===== config.mk =====
export PLATFORM = sky130hd
export DESIGN_NAME = ddr_bank_guard
export DESIGN_NICKNAME = d
export VERILOG_FILES = /design/src/rtl/ddr_guard_pkg.sv /design/src/rtl/dg_sat_timer.sv /design/src/rtl/ddr_bank_track.sv /design/src/rtl/ddr_global_track.sv /design/src/rtl/ddr_bank_guard.sv
export SDC_FILE = /design/constraint.sdc
export NUM_CORES = 1
export LEC_CHECK = 0
export BUFFER_PORTS_ARGS = -buffer_cell sky130_fd_sc_hd__buf_2
export CAP_MARGIN = 5
export CORE_MARGIN = 10
export CORE_UTILIZATION = 45
export DETAILED_ROUTE_END_ITERATION = 16
export HOLD_SLACK_MARGIN = 0.08
export PLACE_DENSITY = 0.66
export SLEW_MARGIN = 20
export SYNTH_ARGS = -nofsm -noshare
export SYNTH_HDL_FRONTEND = slang
export SYNTH_SLANG_ARGS = --single-unit

===== constraint.sdc =====
create_clock -name clk -period 5.1 [get_ports clk]
set_input_delay 0.51 -clock clk [delete_from_list [all_inputs] [get_ports clk]]
set_output_delay 0.51 -clock clk [all_outputs]
set_load 0.01 [all_outputs]

===== src/rtl/ddr_guard_pkg.sv =====
package ddr_guard_pkg;

   typedef enum logic [2:0] {
      CMD_NOP  = 3'd0,
      CMD_ACT  = 3'd1,
      CMD_RD   = 3'd2,
      CMD_WR   = 3'd3,
      CMD_PRE  = 3'd4,
      CMD_REF  = 3'd5,
      CMD_MRS  = 3'd6,
      CMD_NOP2 = 3'd7
   } cmd_e;

   function automatic int unsigned umax(input int unsigned a, input int unsigned b);
      return (a > b) ? a : b;
   endfunction

endpackage


===== src/rtl/dg_sat_timer.sv =====
module dg_sat_timer #(
   parameter int CW = 8
) (
   input  logic          clk,
   input  logic          rst_n,
   input  logic          load,
   input  logic [CW-1:0] load_val,
   output logic          is_zero
);

   logic [CW-1:0] cnt_q;
   logic [CW-1:0] dec_v;

   always_comb begin
      dec_v = (cnt_q == '0) ? '0 : cnt_q - 1'b1;
   end

   // a load never shortens a window that is still running
   always_ff @(posedge clk) begin
      if (!rst_n)
         cnt_q <= '0;
      else if (load && (load_val > dec_v))
         cnt_q <= load_val;
      else
         cnt_q <= dec_v;
   end

   assign is_zero = (cnt_q == '0);

endmodule


===== src/rtl/ddr_bank_track.sv =====
module ddr_bank_track #(
   parameter int CW    = 8,
   parameter int T_RC  = 9,
   parameter int T_RCD = 3,
   parameter int T_RAS = 6,
   parameter int T_RP  = 3,
   parameter int T_WR  = 2,
   parameter int T_DAL = 5
) (
   input  logic clk,
   input  logic rst_n,
   input  logic do_act,
   input  logic do_wr,
   input  logic do_rd_ap,
   input  logic do_wr_ap,
   input  logic do_pre,
   output logic is_open,
   output logic act_ok,
   output logic rw_ok,
   output logic pre_ok
);

   localparam logic [CW-1:0] LD_RC  = CW'(T_RC - 1);
   localparam logic [CW-1:0] LD_RCD = CW'(T_RCD - 1);
   localparam logic [CW-1:0] LD_RAS = CW'(T_RAS - 1);
   localparam logic [CW-1:0] LD_RP  = CW'(T_RP - 1);
   localparam logic [CW-1:0] LD_WR  = CW'(T_WR - 1);
   localparam logic [CW-1:0] LD_DAL = CW'(T_DAL - 1);

   logic          act_ld, pre_ld;
   logic [CW-1:0] act_val, pre_val;
   logic          open_q;

   always_comb begin
      act_ld  = do_act | do_pre | do_rd_ap | do_wr_ap;
      act_val = do_act   ? LD_RC  :
                do_wr_ap ? LD_DAL : LD_RP;
      pre_ld  = do_act | do_wr;
      pre_val = do_act ? LD_RAS : LD_WR;
   end

   dg_sat_timer #(.CW(CW)) u_act (
      .clk(clk), .rst_n(rst_n), .load(act_ld), .load_val(act_val), .is_zero(act_ok));
   dg_sat_timer #(.CW(CW)) u_rw (
      .clk(clk), .rst_n(rst_n), .load(do_act), .load_val(LD_RCD), .is_zero(rw_ok));
   dg_sat_timer #(.CW(CW)) u_pre (
      .clk(clk), .rst_n(rst_n), .load(pre_ld), .load_val(pre_val), .is_zero(pre_ok));

   always_ff @(posedge clk) begin
      if (!rst_n)
         open_q <= 1'b0;
      else if (do_act)
         open_q <= 1'b1;
      else if (do_pre || do_rd_ap || do_wr_ap)
         open_q <= 1'b0;
   end

   assign is_open = open_q;

endmodule


===== src/rtl/ddr_global_track.sv =====
module ddr_global_track #(
   parameter int CW     = 8,
   parameter int T_RRD  = 2,
   parameter int T_WTR  = 1,
   parameter int T_RFC  = 10,
   parameter int T_MRD  = 2,
   parameter int T_XSNR = 10,
   parameter int T_XSRD = 200
) (
   input  logic clk,
   input  logic rst_n,
   input  logic act_any,
   input  logic wr_any,
   input  logic ref_go,
   input  logic mrs_go,
   input  logic sr_exit,
   output logic rrd_ok,
   output logic wtr_ok,
   output logic rfc_ok,
   output logic mrd_ok,
   output logic xs_ok,
   output logic xsrd_ok
);

   localparam int NT = 6;
   // turnaround loads T_WTR so a read waits T_WTR idle cycles
   localparam int LV [NT] = '{T_RRD - 1, T_WTR, T_RFC - 1, T_MRD - 1,
                              T_XSNR - 1, T_XSRD - 1};

   logic [NT-1:0] ld_v;
   logic [NT-1:0] ok_v;

   assign ld_v = {sr_exit, sr_exit, mrs_go, ref_go, wr_any, act_any};

   for (genvar i = 0; i < NT; i++) begin : g_tmr
      dg_sat_timer #(.CW(CW)) u_tmr (
         .clk(clk), .rst_n(rst_n), .load(ld_v[i]),
         .load_val(CW'(LV[i])), .is_zero(ok_v[i]));
   end

   assign {xsrd_ok, xs_ok, mrd_ok, rfc_ok, wtr_ok, rrd_ok} = ok_v;

endmodule


===== src/rtl/ddr_bank_guard.sv =====
module ddr_bank_guard
   import ddr_guard_pkg::*;
#(
   parameter int BANK_BITS = 2,
   parameter int ADDR_W    = 12,
   parameter int AP_BIT    = 10,
   parameter int T_RCD     = 3,
   parameter int T_RP      = 3,
   parameter int T_RAS     = 6,
   parameter int T_RC      = 9,
   parameter int T_RFC     = 10,
   parameter int T_RRD     = 2,
   parameter int T_WR      = 2,
   parameter int T_WTR     = 1,
   parameter int T_DAL     = 5,
   parameter int T_MRD     = 2,
   parameter int T_XSNR    = 10,
   parameter int T_XSRD    = 200,
   localparam int NBANK    = 1 << BANK_BITS
) (
   input  logic                 clk,
   input  logic                 rst_n,
   input  logic                 cs_n,
   input  logic [2:0]           cmd,
   input  logic [BANK_BITS-1:0] ba,
   input  logic [ADDR_W-1:0]    addr,
   input  logic                 sr_exit,
   output logic [NBANK-1:0]     bank_open,
   output logic [NBANK-1:0]     rdy_act,
   output logic [NBANK-1:0]     rdy_rd,
   output logic [NBANK-1:0]     rdy_wr,
   output logic [NBANK-1:0]     rdy_pre,
   output logic                 rdy_pre_all,
   output logic                 rdy_ref,
   output logic                 rdy_mrs,
   output logic                 cmd_accept,
   output logic                 timing_err,
   output logic                 proto_err
);

   localparam int TMAX = umax(umax(umax(T_RC, T_RFC), umax(T_XSNR, T_XSRD)),
                              umax(umax(T_RAS, T_DAL), umax(T_WTR + 1, T_MRD)));
   localparam int CW   = $clog2(TMAX + 1);

   // elaboration-time parameter checks
   if (BANK_BITS < 1)       begin : g_bad_bb  $error("BANK_BITS must be at least 1"); end
   if (AP_BIT >= ADDR_W)    begin : g_bad_ap  $error("AP_BIT must lie inside the address bus"); end
   if (T_RCD < 1 || T_RP < 1 || T_RAS < 1 || T_RC < 1 || T_RFC < 1 ||
       T_RRD < 1 || T_WR < 1 || T_DAL < 1 || T_MRD < 1 || T_XSNR < 1)
                            begin : g_bad_min $error("cycle minimums must be at least 1"); end
   if (T_WTR < 0)           begin : g_bad_wtr $error("T_WTR must not be negative"); end
   if (T_XSRD < T_XSNR)     begin : g_bad_xs  $error("read exit window shorter than non-read"); end

   cmd_e             cmd_c;
   logic             is_act, is_rd, is_wr, is_pre, is_ref, is_mrs, has_cmd;
   logic             ap_bit, any_open, idle_ok, proto_v, time_ok, go;
   logic [NBANK-1:0] sel, act_ok, rw_ok, pre_ok;
   logic [NBANK-1:0] s_act, s_wr, s_rd_ap, s_wr_ap, s_pre;
   logic             rrd_ok, wtr_ok, rfc_ok, mrd_ok, xs_ok, xsrd_ok;

   // ---------------- command decode ----------------
   always_comb begin
      cmd_c  = cmd_e'(cmd);
      is_act = !cs_n && (cmd_c == CMD_ACT);
      is_rd  = !cs_n && (cmd_c == CMD_RD);
      is_wr  = !cs_n && (cmd_c == CMD_WR);
      is_pre = !cs_n && (cmd_c == CMD_PRE);
      is_ref = !cs_n && (cmd_c == CMD_REF);
      is_mrs = !cs_n && (cmd_c == CMD_MRS);
      has_cmd = is_act | is_rd | is_wr | is_pre | is_ref | is_mrs;
      ap_bit = addr[AP_BIT];
      sel    = NBANK'(1) << ba;
   end

   // ---------------- ready vectors ----------------
   always_comb begin
      any_open = |bank_open;
      idle_ok  = !any_open && (&act_ok) && rfc_ok && mrd_ok && xs_ok;
      for (int b = 0; b < NBANK; b++) begin
         rdy_act[b] = !bank_open[b] && act_ok[b] && rrd_ok && rfc_ok && mrd_ok && xs_ok;
         rdy_rd[b]  = bank_open[b] && rw_ok[b] && wtr_ok && mrd_ok && xsrd_ok;
         rdy_wr[b]  = bank_open[b] && rw_ok[b] && mrd_ok && xs_ok;
         rdy_pre[b] = (!bank_open[b] || pre_ok[b]) && mrd_ok && xs_ok;
      end
      rdy_pre_all = &rdy_pre;
      rdy_ref     = idle_ok;
      rdy_mrs     = idle_ok;
   end

   // ---------------- grading ----------------
   always_comb begin
      proto_v = (is_act && bank_open[ba]) ||
                ((is_rd || is_wr) && !bank_open[ba]) ||
                ((is_ref || is_mrs) && any_open);
      unique case (1'b1)
         is_act:  time_ok = rdy_act[ba];
         is_rd:   time_ok = rdy_rd[ba];
         is_wr:   time_ok = rdy_wr[ba];
         is_pre:  time_ok = ap_bit ? rdy_pre_all : rdy_pre[ba];
         is_ref:  time_ok = rdy_ref;
         is_mrs:  time_ok = rdy_mrs;
         default: time_ok = 1'b1;
      endcase
      go = has_cmd && !proto_v && time_ok;
   end

   // ---------------- per-bank strobes ----------------
   always_comb begin
      for (int b = 0; b < NBANK; b++) begin
         s_act[b]   = go && is_act && sel[b];
         s_wr[b]    = go && is_wr && sel[b];
         s_rd_ap[b] = go && is_rd && ap_bit && sel[b];
         s_wr_ap[b] = go && is_wr && ap_bit && sel[b];
         s_pre[b]   = go && is_pre && (ap_bit || sel[b]) && bank_open[b];
      end
   end

   for (genvar b = 0; b < NBANK; b++) begin : g_bank
      ddr_bank_track #(
         .CW(CW), .T_RC(T_RC), .T_RCD(T_RCD), .T_RAS(T_RAS),
         .T_RP(T_RP), .T_WR(T_WR), .T_DAL(T_DAL)
      ) u_trk (
         .clk(clk), .rst_n(rst_n),
         .do_act(s_act[b]), .do_wr(s_wr[b]),
         .do_rd_ap(s_rd_ap[b]), .do_wr_ap(s_wr_ap[b]), .do_pre(s_pre[b]),
         .is_open(bank_open[b]), .act_ok(act_ok[b]),
         .rw_ok(rw_ok[b]), .pre_ok(pre_ok[b])
      );
   end

   ddr_global_track #(
      .CW(CW), .T_RRD(T_RRD), .T_WTR(T_WTR), .T_RFC(T_RFC),
      .T_MRD(T_MRD), .T_XSNR(T_XSNR), .T_XSRD(T_XSRD)
   ) u_glb (
      .clk(clk), .rst_n(rst_n),
      .act_any(go && is_act), .wr_any(go && is_wr),
      .ref_go(go && is_ref), .mrs_go(go && is_mrs), .sr_exit(sr_exit),
      .rrd_ok(rrd_ok), .wtr_ok(wtr_ok), .rfc_ok(rfc_ok),
      .mrd_ok(mrd_ok), .xs_ok(xs_ok), .xsrd_ok(xsrd_ok)
   );

   // ---------------- result pulses ----------------
   always_ff @(posedge clk) begin
      if (!rst_n) begin
         cmd_accept <= 1'b0;
         timing_err <= 1'b0;
         proto_err  <= 1'b0;
      end else begin
         cmd_accept <= go;
         timing_err <= has_cmd && !proto_v && !time_ok;
         proto_err  <= has_cmd && proto_v;
      end
   end

endmodule


; ---- After elaboration in Yosys (flattened, before gate mapping)
; Index checks and enable logic that the tools add are counted.
; W data, S select, Z words.
[totals]
in_bits = 21
register_bits = 151
out_inout_bits = 26
[op_classes]
eq_ne = 6
n_shift = 1
n_reduce_logical = 184
muxes = 68
magnitude_cmp = 19
bitwise_logic = 22
add_sub_neg = 18
[op_table]
columns = operator, count
row1 = $mux W8, 31
row2 = $logic_not A8 Y1, 18
row3 = $sub A8 B1 Y8 const B, 18
row4 = $logic_and A1 B1 Y1, 119
row5 = $gt A8 B8 Y1, 8
row6 = $gt A2 B8 Y1 const A, 4
row7 = $gt A1 B8 Y1 const A, 3
row8 = $mux W3, 8
row9 = $reduce_or A2 Y1, 11
row10 = $or A1 B1 Y1, 21
row11 = $logic_or A1 B1 Y1, 20
row12 = $mux W1, 17
row13 = $gt A4 B8 Y1 const A, 2
row14 = $bmux W1 S2, 5
row15 = $eq A3 B3 Y1 const B, 3
row16 = $logic_not A1 Y1, 9
row17 = $gt A8 B8 Y1 const A, 1
row18 = $mux W2, 4
row19 = $mux W4, 2
row20 = $reduce_and A4 Y1, 2
row21 = $reduce_bool A2 Y1, 4
row22 = $eq A3 B2 Y1 const B, 2
row23 = $pmux W1 S5, 1
row24 = $reduce_or A4 Y1, 1
row25 = 4 further kinds, 4

; ---- Longest topological paths before layout
[depth]
word_depth = 18
ltp_mapped = 19
ltp_nobuf = 18

; ---- Modules after synthesis
; A second synthesis with hierarchy kept.
[unflattened]
hier_cells = 1733
area_unflattened_um2 = 13655.6
[modules_own_cells]
columns = module, area_each_um2, instances, cells_per_inst
row1 = dg_sat_timer (g_bank[0].u_trk.u_act ...), 695.7, 17, 87
row2 = ddr_bank_guard, 795.8, 1, 130
row3 = dg_sat_timer (u_glb.g_tmr[5].u_tmr), 730.7, 1, 82
row4 = ddr_bank_track, 73.8, 4, 10
row5 = ddr_global_track, 7.5, 1, 2

; ---- Worst setup path after synthesis
; Ideal clock, no wire load.
[synth_path]
path_kind = reg2reg
from = reg u_glb.g_tmr[0].u_tmr.cnt_q[3]
to = reg g_bank[0].u_trk.u_act.cnt_q[3]
path_stages_with_launch = 15
required_ns = 4.983
n_path_buf = 1
arrival_time_ns = 4.188
setup_slack_ns = 0.796
period_less_slack_ns = 4.304
cell_sequence = dfxtp_1 > or4_1 > or4b_1 > buf_2 > nor4_1 > o21a_1 > o21ai_2 > nor2_1 > ha_1 > a41oi_1 > nand4_1 > or4_1 > o31a_1 > o31a_1 > a22o_1
[synth_between]
elab_cells_between_ends = 40
cone_classes = 1 x order compare / 6 x mux / 3 x bitwise / 30 x reduce/logical
[synth_lines]
columns = element, line_no
row1 = "start, declared", dg_sat_timer.sv:11  ; logic [CW-1:0] cnt_q;
row2 = "start signal, assigned", dg_sat_timer.sv:23  ; cnt_q <= load_val;
row3 = "start signal, assigned", dg_sat_timer.sv:25  ; cnt_q <= dec_v;
row4 = $logic_not A8 Y1 (*), dg_sat_timer.sv:28  ; assign is_zero = (cnt_q == '0);
row5 = $logic_and A1 B1 Y1 (*) (4 in a row), ddr_bank_guard.sv:80  ; rdy_act[b] = !bank_open[b] && act_ok[b] && rrd_ok && rfc_ok && mrd_ok && xs_ok;
row6 = via rdy_act[2], ddr_bank_guard.sv:29  ; output logic [NBANK-1:0] rdy_act,
row7 = $bmux W1 S2 (*), ddr_bank_guard.sv:96  ; is_act: time_ok = rdy_act[ba];
row8 = $mux W1 (implied by the code) (*), ddr_bank_guard.sv:96
row9 = $pmux W1 S5 (*), ddr_bank_guard.sv:95  ; unique case (1'b1)
row10 = $logic_and A1 B1 Y1 (*), ddr_bank_guard.sv:104  ; go = has_cmd && !proto_v && time_ok;
row11 = $logic_and A1 B1 Y1 (*) (2 in a row), ddr_bank_guard.sv:110  ; s_act[b] = go && is_act && sel[b];
row12 = via g_bank[0].u_trk.do_act, ddr_bank_track.sv:12  ; input logic do_act,
row13 = branches (longest 4 deep; another with $gt A8 B8 Y1), --
row14 = $mux W8 (*), dg_sat_timer.sv:22  ; else if (load && (load_val > dec_v))
row15 = "end signal, assigned", dg_sat_timer.sv:23
row16 = "end signal, assigned", dg_sat_timer.sv:25
row17 = "end, declared", dg_sat_timer.sv:11
; Mark *: on every way through the listed nets, which the timed path passes. The select of a mux whose other input is x is not followed.
; A chain may end at the register's enable or synchronous reset.

; ---- Worst setup path in the final report
[layout_path]
from = reg u_glb.g_tmr[3].u_tmr.cnt_q[0]
to = reg g_bank[0].u_trk.u_act.cnt_q[3]
[layout_between]
elab_chain_len = 16
elab_cells_between_ends = 66
cone_classes = 1 x order compare / 13 x mux / 3 x bitwise / 49 x reduce/logical
[layout_rtl]
columns = element, line_no
row1 = "start, declared", dg_sat_timer.sv:11
row2 = "start signal, assigned", dg_sat_timer.sv:23
row3 = "start signal, assigned", dg_sat_timer.sv:25
row4 = $logic_not A8 Y1 (*), dg_sat_timer.sv:28
row5 = $logic_and A1 B1 Y1 (2 in a row), ddr_bank_guard.sv:83  ; rdy_pre[b] = (!bank_open[b] || pre_ok[b]) && mrd_ok && xs_ok;
row6 = $bmux W1 S2, ddr_bank_guard.sv:99  ; is_pre: time_ok = ap_bit ? rdy_pre_all : rdy_pre[ba];
row7 = $mux W1 (implied by the code), ddr_bank_guard.sv:99
row8 = $mux W1, ddr_bank_guard.sv:99
row9 = $pmux W1 S5 (*), ddr_bank_guard.sv:95
row10 = $logic_and A1 B1 Y1 (*), ddr_bank_guard.sv:104
row11 = $logic_and A1 B1 Y1 (on tied branches) (3 in a row), "ddr_bank_guard.sv:113, ddr_bank_guard.sv:114"
row12 = $mux W3 / $or A1 B1 Y1 (equally long branches), "ddr_bank_track.sv:37, ddr_bank_track.sv:35"
row13 = $mux W8 / $or A1 B1 Y1 (equally long branches), "ddr_bank_track.sv:36, ddr_bank_track.sv:35"
row14 = $gt A8 B8 Y1 / $or A1 B1 Y1 (equally long branches), "dg_sat_timer.sv:22, ddr_bank_track.sv:35"
row15 = $logic_and A1 B1 Y1, dg_sat_timer.sv:22
row16 = $mux W8 (*), dg_sat_timer.sv:22
; Mark *: on every way between the ends. The rest lies on a longest branch, timed or not. The select of a mux whose other input is x is not followed.

==> impl_results.md <==
- DRC viols: 0
- Largest cells by area after synthesis: dfxtp_1 33%, nor2_1 8.0%, ha_1 7.0%
- Clk pin slew, worst setup/hold paths: 0.07 ns
- Post-synth ARST share: 0%
- Synthesized cell area: 9246 um2
- Setup Fix Bufs, Post-CTS: 0
- Final hold viol count: 0
- CTS H-tree depth: 4
- Final Cycle Share: 93.17%
- Post-route setup slack: 0.3482 ns
- Antenna Nets Post-Route: 0
- Total core area: 20230 um2
- CP startpoint kind: flip-flop
- Clock root buffer: clkbuf_16
- CTS buffer count: 17
- Dpl ws: 0.2870 ns
- Worst path required time: 5.43 ns
- Nets: 1274
- Die area: 26680 um2
- Slew HR: 25.29%
- Vias: 8404
- RR Endpoint: g_bank[0].u_trk.u_act.cnt_q[3]
- Vias per cell: 5.663
- Crit path DAT: 5.08 ns
- Clock Path Buffers: 2
- GRT Resource Usage Total: 17.49%
- Initial Util: 45.70%
- Synth Instances: 1164
- Worst Setup SP: u_glb.g_tmr[3].u_tmr.cnt_q[0]
- Hold Path Stages: 3
- Area leader, netlist: dfxtp_1
- First-iteration detailed-routing DRC count: 549
- MaxCap Viol Count: 0
- Setup TNS: 0 ns
- HP Class: input port to flip-flop
- Netlist cell types: 77
- Top-Level Pins: 47
- Antenna violations before repair: 0
- Synth cell count leaders: 196 x nor2_1, 151 x dfxtp_1, 82 x nand2_1
- Hold endpoint: u_glb.g_tmr[5].u_tmr.cnt_q[7]
- Post-synth net total: 1237
- N_diodes: 0
- Critical Path Sink Type: flip-flop
- Largest net degree at the start of global routing: 49
- Worst vdd ir: 0.2852 mV
- Reg2reg setup slack: 0.35 ns
- Die Width: 163.3 um
- GP Congestion: 0.9039
- Ratio of cells with drive above 1 in the final layout: 10.13%
- Die H: 163.3 um
- RSZ-0062 raised after global routing: false
- Pre-antenna DRT Iters: 5
- Top-count cell post-synth: nor2_1
- Hold Path Origin: sr_exit
- CTS tree: done
- CP max stage delay: 0.51 ns
- Final Skew: 0.009668 ns
- Number of global-route vias before repair: 7911
- PwrDens: 684.8 nW/um2
- Gr ovfl total: 0
- Rows: 52
- CP max stage cell: or4_1
- Sink Count: 151
- Status: complete, no violations
- Worst-margin pin slew: 1.106 ns
- Post-synth top area share: 32.69%
- Final number of setup-violating endpoints: 0
- Post-synth EDFFs: 0
- Worst r2r src: u_glb.g_tmr[3].u_tmr.cnt_q[0]
- Leak: 4.201 nW
- Crit path max fanout: 8
- Hold WS: 0.3429 ns
- R2R cell count: 19
- Slew Limit Fails: 0
- Drt total wl: 23.07 mm
- Global-route wire length before repair: 38.66 mm
- Commonest register cell after synthesis: dfxtp_1
- Final HPWL from detailed placement: 17.25 mm
- Cells along the critical path: inv_1 -> ha_1 -> nor3b_1 -> nand4_2 -> buf_4 -> nor2_1 -> mux4_2 -> and3_1 -> nand2_1 -> nor2_1 -> ha_1 -> a21o_1 -> a21oi_1 -> a41oi_1 -> nand4_1 -> or4_1 -> o31a_1 -> o31a_1 -> a22o_1
- Post-synthesis register bit count: 151
- Register area share after synthesis: 32.69%
- Peak Freq: 210.4 MHz
- Synthesized area per cell: 7.944 um2
- Design Power: 7.089 mW
- WL per Instance: 15.55 um
- Number of port buffers: 35
- Clk_lat worst skew: 0.43 ns
- Fin crit period: 4.752 ns
- Area growth syn-to-layout: 11.96%
- WS Path Type: flip-flop to flip-flop
- Syn. warnings: 0
worst max-delay path by stage:
stage / depth (start not counted) / to / slack, ns
finish: 19 / g_bank[0].u_trk.u_act.cnt_q[3] / 0.35
global route: 19 / g_bank[0].u_trk.u_act.cnt_q[3] / 0.05
floorplan: 14 / g_bank[0].u_trk.u_act.cnt_q[3] / 0.80
global placement: 13 / g_bank[0].u_trk.u_act.cnt_q[3] / 0.46
detailed placement: 13 / g_bank[0].u_trk.u_act.cnt_q[3] / 0.29
CTS: 13 / g_bank[0].u_trk.u_act.cnt_q[3] / 0.26
per-layer routing:
layer	wire (um)	vias to the layer above	global-route usage (%)
met5	0	-	0
met2	10360	195	27.88
met3	1341	49	4.103
li1	-	4213	-
met4	651	0	6.844
met1	10720	3947	22.36
timing repair:
action,in CTS,in global routing
setup endpoints to repair,0,6
hold buffers,0,0
hold endpoints to repair,0,0
gates resized for setup,0,2
final cells by class:
type                    instances  area, um2
clock buffers                  19      452.9
clock inverters                13      146.4
fillers                      1936       9882
inverters                      62      232.7
multi-input cells             916       5849
flip-flops and latches        151       3023
well taps                     270      337.8
repair buffers                 53      310.3
where the power goes:
part | internal (mW) | switching (mW) | total, mW
Clock | 0.750 | 0.527 | 1.28
Combinational | 1.69 | 2.07 | 3.75
Sequential | 1.61 | 0.450 | 2.06
Total | 4.04 | 3.05 | 7.09
state kept, by name, summed over array words and instances (netlist names):
signal and count:
u_glb.g_tmr.u_tmr.cnt_q 48, g_bank.u_trk.u_act.cnt_q 32, g_bank.u_trk.u_pre.cnt_q 32, g_bank.u_trk.u_rw.cnt_q 32, g_bank.u_trk.is_open 4, cmd_accept 1
proto_err 1, timing_err 1
metrics by stage:
step	instance area [um2]	util, %	instances
after CTS	10340	51.13	1484
after global routing	10350	51.16	1484
after floorplan	9246	-	1164
after global placement	9746	48.16	1452
after detailed placement	9746	48.16	1452
final	10350	51.16	1484
critical path, delay by kind of cell (launching register included):
| family | cells | cell delay, ns |
|---|---|---|
| AO/OA/AOI/OAI | 6 | 0.87 |
| flip-flops | 1 | 0.32 |
| buffers and inverters | 2 | 0.40 |
| AND/OR/NAND/NOR | 8 | 2.38 |
| adder cells (fa/ha/maj) | 2 | 0.37 |
| multiplexers | 1 | 0.29 |
kinds of logic after synthesis:
| group | share of synthesized area, % |
|---|---|
| xor gates and xnor gates | 7.388 |
| DFF | 32.69 |
| buffers and inverters | 4.195 |
| adders and majority gates | 7.036 |
| and+or+nand+nor | 31.93 |
| muxes | 2.801 |
| AOI/OAI and AO/OA | 13.95 |
cells in the final DEF (no fill, tap or decap), types with 10 or more instances in the layout:
cell	instances
a21oi_1	62
a31oi_1	12
buf_2	35
buf_4	18
clkbuf_16	17
dfxtp_1	151
ha_1	52
inv_1	61
mux2i_1	18
nand2_1	82
nand2b_1	24
nand3_1	32
nand4_1	12
nor2_1	196
nor2b_1	13
nor3_1	55
nor3b_1	18
nor4_1	26
nor4b_1	10
o21a_1	12
o21ai_0	26
or2_2	10
or3_1	27
or4_1	16
xnor2_1	42
xor2_1	36
(Power assumes the default switching activity.)
